$ cat src/rtl/pwr_state_pkg.sv
package pwr_state_pkg;

  typedef enum logic [2:0] {
    PS_RUN   = 3'd0,
    PS_HALT  = 3'd1,
    PS_EHALT = 3'd2,
    PS_STOP  = 3'd3,
    PS_SNOOP = 3'd4
  } pstate_e;

  function automatic logic is_active(input pstate_e s);
    return (s == PS_RUN) || (s == PS_HALT) || (s == PS_EHALT);
  endfunction

endpackage

$ cat src/rtl/pwr_evt_decode.sv
module pwr_evt_decode #(
  parameter int NTHR  = 2,
  parameter int NLINT = 2
) (
  input  logic [NTHR-1:0]  thr_halt,
  input  logic             brk_smi,
  input  logic             brk_init,
  input  logic             brk_binit,
  input  logic [NLINT-1:0] brk_lint,
  output logic             all_halted,
  output logic             brk_any
);

  logic [NTHR:0]  halt_chain;
  logic [NLINT:0] lint_chain;

  assign halt_chain[0] = 1'b1;
  assign lint_chain[0] = 1'b0;

  for (genvar t = 0; t < NTHR; t++) begin : g_thr
    assign halt_chain[t+1] = halt_chain[t] & thr_halt[t];
  end

  for (genvar l = 0; l < NLINT; l++) begin : g_lint
    assign lint_chain[l+1] = lint_chain[l] | brk_lint[l];
  end

  assign all_halted = halt_chain[NTHR];
  assign brk_any    = brk_smi | brk_init | brk_binit | lint_chain[NLINT];

endmodule

$ cat src/rtl/pwr_sg_timer.sv
module pwr_sg_timer #(
  parameter int SG_DELAY = 20,
  localparam int CW = (SG_DELAY > 1) ? $clog2(SG_DELAY) : 1
) (
  input  logic clk,
  input  logic rst_n,
  input  logic arm_ok,
  input  logic sga_resp,
  output logic expire
);

  logic          armed_q, armed_d;
  logic [CW-1:0] cnt_q, cnt_d;
  logic          cnt_en;

  always_comb begin
    armed_d = armed_q;
    cnt_d   = cnt_q;
    cnt_en  = 1'b0;
    if (!arm_ok) begin
      armed_d = 1'b0;
    end else if (armed_q) begin
      if (cnt_q == '0) begin
        armed_d = 1'b0;
      end else begin
        cnt_en = 1'b1;
        cnt_d  = cnt_q - 1'b1;
      end
    end else if (sga_resp) begin
      armed_d = 1'b1;
      cnt_en  = 1'b1;
      cnt_d   = CW'(SG_DELAY - 1);
    end
  end

  always_ff @(posedge clk or negedge rst_n) begin
    if (!rst_n) begin
      armed_q <= 1'b0;
      cnt_q   <= '0;
    end else begin
      armed_q <= armed_d;
      if (cnt_en) cnt_q <= cnt_d;
    end
  end

  assign expire = arm_ok && armed_q && (cnt_q == '0);


  arm_start_chk: assert property (@(posedge clk) disable iff (!rst_n)
    (arm_ok && !armed_q && sga_resp) |=> armed_q || !arm_ok);


  cancel_chk: assert property (@(posedge clk) disable iff (!rst_n)
    !arm_ok |=> !armed_q);

endmodule

$ cat src/rtl/pwr_binit_latch.sv
module pwr_binit_latch (
  input  logic clk,
  input  logic rst_n,
  input  logic set_evt,
  input  logic init_clr,
  input  logic sw_clr,
  output logic pend
);

  logic pend_q, pend_d;

  always_comb begin
    pend_d = pend_q;
    if (init_clr)     pend_d = 1'b0;
    else if (set_evt) pend_d = 1'b1;
    else if (sw_clr)  pend_d = 1'b0;
  end

  always_ff @(posedge clk or negedge rst_n) begin
    if (!rst_n) pend_q <= 1'b0;
    else        pend_q <= pend_d;
  end

  assign pend = pend_q;


  set_wins_chk: assert property (@(posedge clk) disable iff (!rst_n)
    (set_evt && !init_clr) |=> pend);


  hold_chk: assert property (@(posedge clk) disable iff (!rst_n)
    (pend && !init_clr && !sw_clr) |=> pend);

endmodule

$ cat src/rtl/pwr_state_ctrl.sv
module pwr_state_ctrl
  import pwr_state_pkg::*;
#(
  parameter int NTHR     = 2,
  parameter int NLINT    = 2,
  parameter int SG_DELAY = 20
) (
  input  logic             clk,
  input  logic             rst_n,
  input  logic [NTHR-1:0]  thr_halt,
  input  logic             ehalt_en,
  input  logic             stpclk_req,
  input  logic             sga_resp,
  input  logic             brk_smi,
  input  logic             brk_init,
  input  logic             brk_binit,
  input  logic [NLINT-1:0] brk_lint,
  input  logic             core_init_req,
  input  logic             snoop_hit,
  input  logic             snoop_done,
  input  logic             binit_clr,
  output logic [2:0]       pstate,
  output logic             snoop_svc,
  output logic             binit_pend,
  output logic             core_init,
  output logic             vf_enter_req,
  output logic             vf_exit_req
);

  pstate_e st_q, st_d;
  pstate_e base_q, base_d;
  logic    vf_low_q, vf_low_d;
  logic    vf_en_q, vf_ex_q, init_q;
  logic    all_halted, brk_any;
  logic    in_stop, arm_ok, sg_expire;

  assign in_stop = (st_q == PS_STOP) || (st_q == PS_SNOOP);
  assign arm_ok  = stpclk_req && !core_init_req && is_active(st_q);

  pwr_evt_decode #(.NTHR(NTHR), .NLINT(NLINT)) u_evt (
    .thr_halt   (thr_halt),
    .brk_smi    (brk_smi),
    .brk_init   (brk_init),
    .brk_binit  (brk_binit),
    .brk_lint   (brk_lint),
    .all_halted (all_halted),
    .brk_any    (brk_any)
  );

  pwr_sg_timer #(.SG_DELAY(SG_DELAY)) u_tmr (
    .clk      (clk),
    .rst_n    (rst_n),
    .arm_ok   (arm_ok),
    .sga_resp (sga_resp),
    .expire   (sg_expire)
  );

  pwr_binit_latch u_binit (
    .clk      (clk),
    .rst_n    (rst_n),
    .set_evt  (brk_binit && in_stop),
    .init_clr (core_init_req && !in_stop),
    .sw_clr   (binit_clr),
    .pend     (binit_pend)
  );

  // next-state logic: reset, then stop-clock, then break, then halt entry
  always_comb begin
    st_d   = st_q;
    base_d = base_q;
    if (core_init_req) begin
      if (in_stop) base_d = PS_RUN;
      else         st_d   = PS_RUN;
    end else begin
      unique case (st_q)
        PS_STOP: begin
          if (snoop_hit)        st_d = PS_SNOOP;
          else if (!stpclk_req) st_d = base_q;
        end
        PS_SNOOP: begin
          if (snoop_done) st_d = PS_STOP;
        end
        PS_RUN: begin
          if (stpclk_req) begin
            if (sg_expire) begin
              st_d   = PS_STOP;
              base_d = PS_RUN;
            end
          end else if (all_halted && !brk_any) begin
            st_d = ehalt_en ? PS_EHALT : PS_HALT;
          end
        end
        PS_HALT, PS_EHALT: begin
          if (stpclk_req) begin
            if (sg_expire) begin
              st_d   = PS_STOP;
              base_d = st_q;
            end
          end else if (brk_any) begin
            st_d = PS_RUN;
          end
        end
        default: st_d = PS_RUN;
      endcase
    end
  end

  always_comb begin
    vf_low_d = vf_low_q;
    if (st_d == PS_EHALT)    vf_low_d = 1'b1;
    else if (st_d == PS_RUN) vf_low_d = 1'b0;
  end

  always_ff @(posedge clk or negedge rst_n) begin
    if (!rst_n) begin
      st_q     <= PS_RUN;
      base_q   <= PS_RUN;
      vf_low_q <= 1'b0;
      vf_en_q  <= 1'b0;
      vf_ex_q  <= 1'b0;
      init_q   <= 1'b0;
    end else begin
      st_q     <= st_d;
      base_q   <= base_d;
      vf_low_q <= vf_low_d;
      vf_en_q  <= (st_d == PS_EHALT) && !vf_low_q;
      vf_ex_q  <= (st_d == PS_RUN) && vf_low_q;
      init_q   <= core_init_req;
    end
  end

  assign pstate       = st_q;
  assign core_init    = init_q;
  assign vf_enter_req = vf_en_q;
  assign vf_exit_req  = vf_ex_q;
  assign snoop_svc    = (st_q == PS_SNOOP) || (snoop_hit && is_active(st_q));


  partial_halt_chk: assert property (@(posedge clk) disable iff (!rst_n)
    (st_q == PS_RUN && !all_halted && !stpclk_req && !core_init_req)
    |=> pstate == 3'd0);


  stop_return_chk: assert property (@(posedge clk) disable iff (!rst_n)
    (st_q == PS_STOP && !stpclk_req && !snoop_hit && !core_init_req)
    |=> pstate != 3'd3);


  init_in_stop_chk: assert property (@(posedge clk) disable iff (!rst_n)
    (st_q == PS_STOP && core_init_req && stpclk_req && !snoop_hit)
    |=> (pstate == 3'd3) && core_init);


  init_active_chk: assert property (@(posedge clk) disable iff (!rst_n)
    (is_active(st_q) && core_init_req) |=> (pstate == 3'd0) && !binit_pend);


  vf_pulse_chk: assert property (@(posedge clk) disable iff (!rst_n)
    vf_enter_req |=> !vf_enter_req);

endmodule

$ cat config.mk
export PLATFORM = sky130hd
export DESIGN_NAME = pwr_state_ctrl
export DESIGN_NICKNAME = d
export VERILOG_FILES = /design/src/rtl/pwr_state_pkg.sv /design/src/rtl/pwr_evt_decode.sv /design/src/rtl/pwr_sg_timer.sv /design/src/rtl/pwr_binit_latch.sv /design/src/rtl/pwr_state_ctrl.sv
export SDC_FILE = /design/constraint.sdc
export NUM_CORES = 1
export LEC_CHECK = 0
export CAP_MARGIN = 10
export CORE_MARGIN = 2
export CORE_UTILIZATION = 51
export CTS_BUF_LIST = sky130_fd_sc_hd__clkbuf_8
export DETAILED_ROUTE_END_ITERATION = 8
export HOLD_SLACK_MARGIN = 0.12
export PLACE_DENSITY = 0.91
export SLEW_MARGIN = 15
export SYNTH_ARGS = -nofsm -noshare
export SYNTH_HDL_FRONTEND = slang
export SYNTH_SLANG_ARGS = --single-unit
$ cat constraint.sdc
create_clock -name clk -period 2.6 [get_ports clk]
set_input_delay 0.52 -clock clk [delete_from_list [all_inputs] [get_ports clk]]
set_output_delay 0.52 -clock clk [all_outputs]
set_load 0.03 [all_outputs]
Word-level counts from Yosys, hierarchy flattened
Index checks and enable logic that the tools add are counted.
W data, S select, Z words.
{"block": "word_totals", "reg_bits": 17, "input_bits": 16, "out_inout_bits": 8, "wordCells": 85}
{"block": "classes", "n_addsub": 1, "n_eq_ne": 11, "muxes": 31, "n_bitwise": 5, "reduce_logical": 28}
{"operator": "$mux W3", "count": 16}
{"operator": "$mux W5", "count": 3}
{"operator": "$ne A3 B3 Y1 const B", "count": 4}
{"operator": "$pmux W3 S4", "count": 1}
{"operator": "$logic_and A1 B1 Y1", "count": 10}
{"operator": "$eq A3 B2 Y1 const B", "count": 3}
{"operator": "$mux W1", "count": 9}
{"operator": "$logic_not A3 Y1", "count": 2}
{"operator": "$pmux W3 S2", "count": 1}
{"operator": "$reduce_and A6 Y1", "count": 1}
{"operator": "$reduce_bool A3 Y1", "count": 2}
{"operator": "$logic_not A5 Y1", "count": 1}
{"operator": "$sub A5 B1 Y5 const B", "count": 1}
{"operator": "$logic_not A1 Y1", "count": 4}
{"operator": "$logic_or A1 B1 Y1", "count": 4}
{"operator": "$or A1 B1 Y1", "count": 4}
{"operator": "$reduce_and A4 Y1", "count": 1}
{"operator": "$reduce_bool A2 Y1", "count": 2}
{"operator": "$eq A3 B1 Y1 const B", "count": 1}
{"operator": "$eq A3 B3 Y1 const B", "count": 1}
{"operator": "$mux W2", "count": 1}
{"operator": "$ne A2 B1 Y1 const B", "count": 1}
{"operator": "$ne A2 B2 Y1 const B", "count": 1}
{"operator": "$reduce_or A2 Y1", "count": 1}
{"operator": "$and A1 B1 Y1", "count": 1}

Logic depth before layout (Yosys ltp)
{"block": "depth", "ltp_word": 13, "depth_mapped": 7, "mapped_depth_nobuf": 7}

Modules after synthesis
Synthesis repeated with hierarchy kept, for this count alone.
{"block": "hier_totals", "hier_cells": 126, "hier_area_um2": 1102.3}
{"module": "pwr_state_ctrl", "n_inst": 1, "cells_per_inst": 87, "area_per_inst_um2": 715.7, "seq_area_each_um2": 250.2}
{"module": "pwr_sg_timer", "n_inst": 1, "cells_per_inst": 31, "area_per_inst_um2": 324.1, "seq_area_each_um2": 150.1}
{"module": "pwr_binit_latch", "n_inst": 1, "cells_per_inst": 4, "area_per_inst_um2": 43.8, "seq_area_each_um2": 25.0}
{"module": "pwr_evt_decode", "n_inst": 1, "cells_per_inst": 4, "area_per_inst_um2": 18.8, "seq_area_each_um2": 0.0}

Worst setup path after synthesis
Ideal clock, no wire load.
{"block": "synth_path", "kind": "input -> register", "start": "in brk_smi", "end": "reg vf_low_q", "setup_ns": 0.128, "t_arrival_ns": 1.931, "setup_slack_ns": 0.542, "cell_stages": 5, "cell_sequence": "or4_4 -> nor4_4 -> a221oi_2 -> o221ai_2 -> mux2_1"}
{"block": "synth_via", "elab_chain_cells": 11}
{"item": "from (decl)", "line_no": "pwr_state_ctrl.sv:14", "source": "input logic brk_smi,"}
{"item": "$or A1 B1 Y1 * (3 in a row)", "line_no": "pwr_evt_decode.sv:29", "source": "assign brk_any = brk_smi | brk_init | brk_binit | lint_chain[NLINT];"}
{"item": "$logic_not A1 Y1", "line_no": "pwr_state_ctrl.sv:89", "source": "end else if (all_halted && !brk_any) begin"}
{"item": "$logic_and A1 B1 Y1", "line_no": "pwr_state_ctrl.sv:89"}
{"item": "$mux W3", "line_no": "pwr_state_ctrl.sv:89"}
{"item": "$mux W3", "line_no": "pwr_state_ctrl.sv:84", "source": "if (stpclk_req) begin"}
{"item": "$pmux W3 S4 *", "line_no": "pwr_state_ctrl.sv:75", "source": "unique case (st_q)"}
{"item": "$mux W3 *", "line_no": "pwr_state_ctrl.sv:71", "source": "if (core_init_req) begin"}
{"item": "$eq A3 B2 Y1 / $logic_not A3 Y1 (equally long branches)", "line_no": "pwr_state_ctrl.sv:110, pwr_state_ctrl.sv:111"}
{"item": "$mux W1 / $reduce_bool A2 Y1 (equally long branches)"}
{"item": "to (signal assigned)", "line_no": "pwr_state_ctrl.sv:125", "source": "vf_low_q <= vf_low_d;"}
{"item": "to (decl)", "line_no": "pwr_state_ctrl.sv:32", "source": "logic vf_low_q, vf_low_d;"}
Every way passes the cells marked *; elsewhere a longest branch is shown, timed or not.
A chain may end at the register's enable or synchronous reset.

Worst setup path after layout
{"block": "layout_path", "start": "in brk_binit", "end": "reg vf_low_q"}
{"block": "layout_via", "elab_chain_cells": 10}
{"item": "from (decl)", "line_no": "pwr_state_ctrl.sv:16", "source": "input logic brk_binit,"}
{"item": "$or A1 B1 Y1 * (2 in a row)", "line_no": "pwr_evt_decode.sv:29"}
{"item": "$logic_not A1 Y1", "line_no": "pwr_state_ctrl.sv:89"}
{"item": "$logic_and A1 B1 Y1", "line_no": "pwr_state_ctrl.sv:89"}
{"item": "$mux W3", "line_no": "pwr_state_ctrl.sv:89"}
{"item": "$mux W3", "line_no": "pwr_state_ctrl.sv:84"}
{"item": "$pmux W3 S4 *", "line_no": "pwr_state_ctrl.sv:75"}
{"item": "$mux W3 *", "line_no": "pwr_state_ctrl.sv:71"}
{"item": "$eq A3 B2 Y1 / $logic_not A3 Y1 (equally long branches)", "line_no": "pwr_state_ctrl.sv:110, pwr_state_ctrl.sv:111"}
{"item": "$mux W1 / $reduce_bool A2 Y1 (equally long branches)"}
Marked as above.

==> impl_metrics.yaml <==
run_status:
  status: "finished, final reports clean"
routing:
  wire_per_inst_um: 15.9
  via_per_inst: 6.11
  drt_iter0_drc: 37
  vias: 1026
  first_pass_iters: 4
  route.detailed.drc: 0
  ant_nets: 0
  wl_um: 2680
critical_path:
  required_ns: 2.74
  arrival_ns: 2.46
  worstSetupEndpointType: "flip-flop"
  path_class: "in -> reg"
  crit_path_start_kind: "input port"
  path_max_fanout: 3
worst_hold_path:
  min_path_type: "reg -> reg"
placement:
  port_buffers: 23
  dp.cells: 164
  place.gp.congestion: 0.925
  dpl.hpwl_um: 1940
power:
  power_density_mw_per_mm2: 425
  ir_drop_mv: 0.364
  leakage_nw: 0.595
  total_power_w: 0.000599
global_route:
  antenna_found_initial: 0
  grt_max_degree: 18
  grt_pass1_vias: 945
  track_usage_pct: 22.9
  grt_overflow: 0
  grt_first_pass_wirelength_um: 4350
clocking:
  clockBufferDepth: 2
  cts_num_sinks: 17
  cts-hold-fix-buffers: 0
  cts_buffers: 3
  path_clk_slew_ns: 0.07
  cts_max_level: 1
  root_buffer: "clkbuf_8"
  cts.repair.resized: 0
  tritoncts: "built"
  cts_setup_buffers: 0
  clock_latency_ns: 0.25
run:
  drv_cap: 0
die:
  dieArea_mm2: 0.00250
  die_x_um: 50.0
  core_area_mm2: 0.00198
  start_util_pct: 54.4
  die_h_um: 50.0
  io_pins: 24
  rows: 16
sta:
  worstMarginPinSlew_ns: 0.758
  rsz0062_at_grt: "false"
  period_share_pct: 89.3
  finalSetupViolations: 0
  fmax_mhz: 431
  relSlewSlack_pct: 49.3
  hold_viol_final: 0
  fin_skew_ns: 0.00140
  finalCriticalPeriod_ns: 2.32
  final_max_slew_viol_count: 0
  fin_tns_setup_ns: 0
logic_synthesis:
  post-synth-top-area-cell: "dfrtp_1"
  yosys-mux-area-fraction_pct: 1.04
  synth_top_family_by_area: "simple AND/OR/NAND/NOR gates"
  yosysTopAreaCellShare_pct: 39.4
  synth_nets: 131
  synth_cell_type_count: 47
  synthSimpleGateAreaFrac_pct: 26.1
  ys_top_cells_by_count: "dfrtp_1 (17), inv_1 (9), nand2_1 (9)"
  avgSynthCellArea_um2: 9.54
  synth_fa_ha_area_share_pct: 2.32
  yosys_warnings: 0
  synth_compound_area_share_pct: 25.3
  seq_area_frac_synth_pct: 39.4
  synth_edf_count: 0
  synth_most_common_cell: "dfrtp_1"
  ys_seq_elements: 17
  synthCells: 113
  async_reset_ff_share_pct: 100
  synthXorXnorAreaFrac_pct: 0.812
  syn-cell-area_mm2: 0.00108
  synthTopCellsByArea: "dfrtp_1 (39%), inv_1 (3.1%), nand2_1 (3.1%), o22ai_1 (2.9%), nor2_1 (2.4%)"
  synth-main-ff-cell: "dfrtp_1"
finish:
  final_nets: 160
  area_growth_pct: 30.7
  finalNonFillerCells: 168
  drive_gt1_share_pct: 13.5
  utilization_pct: 71.1
  diodes: 0
==> metal layers <==
| layer | up-vias | track usage (%) | share of wire [%] |
|---|---|---|---|
| li1 | 476 | - | - |
| met1 | 489 | 30.0 | 43 |
| met2 | 51 | 37.3 | 47 |
| met3 | 10 | 4.24 | 8.1 |
| met4 | 0 | 8.80 | 1.8 |
| met5 | - | 0 | 0 |
==> layout by cell type (no fill, tap or decap), drive strengths merged, types with 2 or more instances in the layout <==
cell type,n
nor2b,2
nor2,7
a32o,2
clkdlybuf4s50,22
a21boi,3
nand2,9
nor3,4
o21ai,8
nor3b,3
inv,10
ha,2
clkbuf,3
nand2b,2
o22ai,6
nor4,2
dfrtp,17
a32oi,3
nand3,2
buf,6
a221oi,2
a21oi,2
and3b,2
==> power by group <==
group          switching [W]  internal (W)   total, W  leakage (nW)
combinational      0.0000469     0.0000492  0.0000961         0.350
clock              0.0000985      0.000108   0.000206        0.0217
sequential         0.0000184      0.000278   0.000296         0.223
==> worst max-delay path: stages <==
cell and delay [ns]:
clkdlybuf4s50_1 0.42, or4_4 0.55, nor4_4 0.27, a221oi_2 0.11, o221ai_2 0.23, mux2_1 0.36
==> kinds of logic (layout without fill, tap and decap cells) <==
logic type      Yosys count  after routing
buf+inv                  14             42
mux                       1              1
simple gates             43             43
fa+ha+maj                 2              2
xor+xnor                  1              1
compound gates           35             35
flops                    17             17
==> final timing paths <==
kind / startpoint / to / slack, ns / depth (start not counted)
min reg2reg: vf_low_q / vf_enter_req / 0.49 / 1
max: brk_binit / vf_low_q / 0.28 / 6
max reg2reg: pstate[0] / vf_low_q / 0.51 / 6
min: vf_low_q / vf_enter_req / 0.49 / 1
max in group asynchronous: rst_n / pstate[0] / 1.42 / 1
min in group asynchronous: rst_n / u_tmr.cnt_q[3] / 0.71 / 1
==> area by class of cell <==
class / count / area [um^2]
Clock buffer: 3 / 41.3
Inverter: 10 / 37.5
Multi-Input combinational cell: 82 / 599
Tap cell: 27 / 33.8
Clock inverter: 1 / 7.51
Sequential cell: 17 / 425
Timing Repair Buffer: 28 / 265
Fill cell: 139 / 572
==> registers in the layout (all words and copies together) (netlist names) <==
register       flops
u_tmr.armed_q      1
pstate             3
vf_exit_req        1
u_tmr.cnt_q        5
vf_enter_req       1
core_init          1
base_q             3
u_binit.pend       1
vf_low_q           1
==> per-stage QoR <==
stage / setup slack (ns) / hold slack [ns] / cell area (um^2)
after floorplan: 0.542 / 0.224 / 1080
after global placement: 0.0951 / 0.454 / 1360
after detailed placement: 0.0244 / 0.482 / 1360
after CTS: 0.295 / 0.491 / 1410
after global routing: 0.194 / 0.517 / 1410
final: 0.278 / 0.490 / 1410
Power figures use the tool's default switching activity.
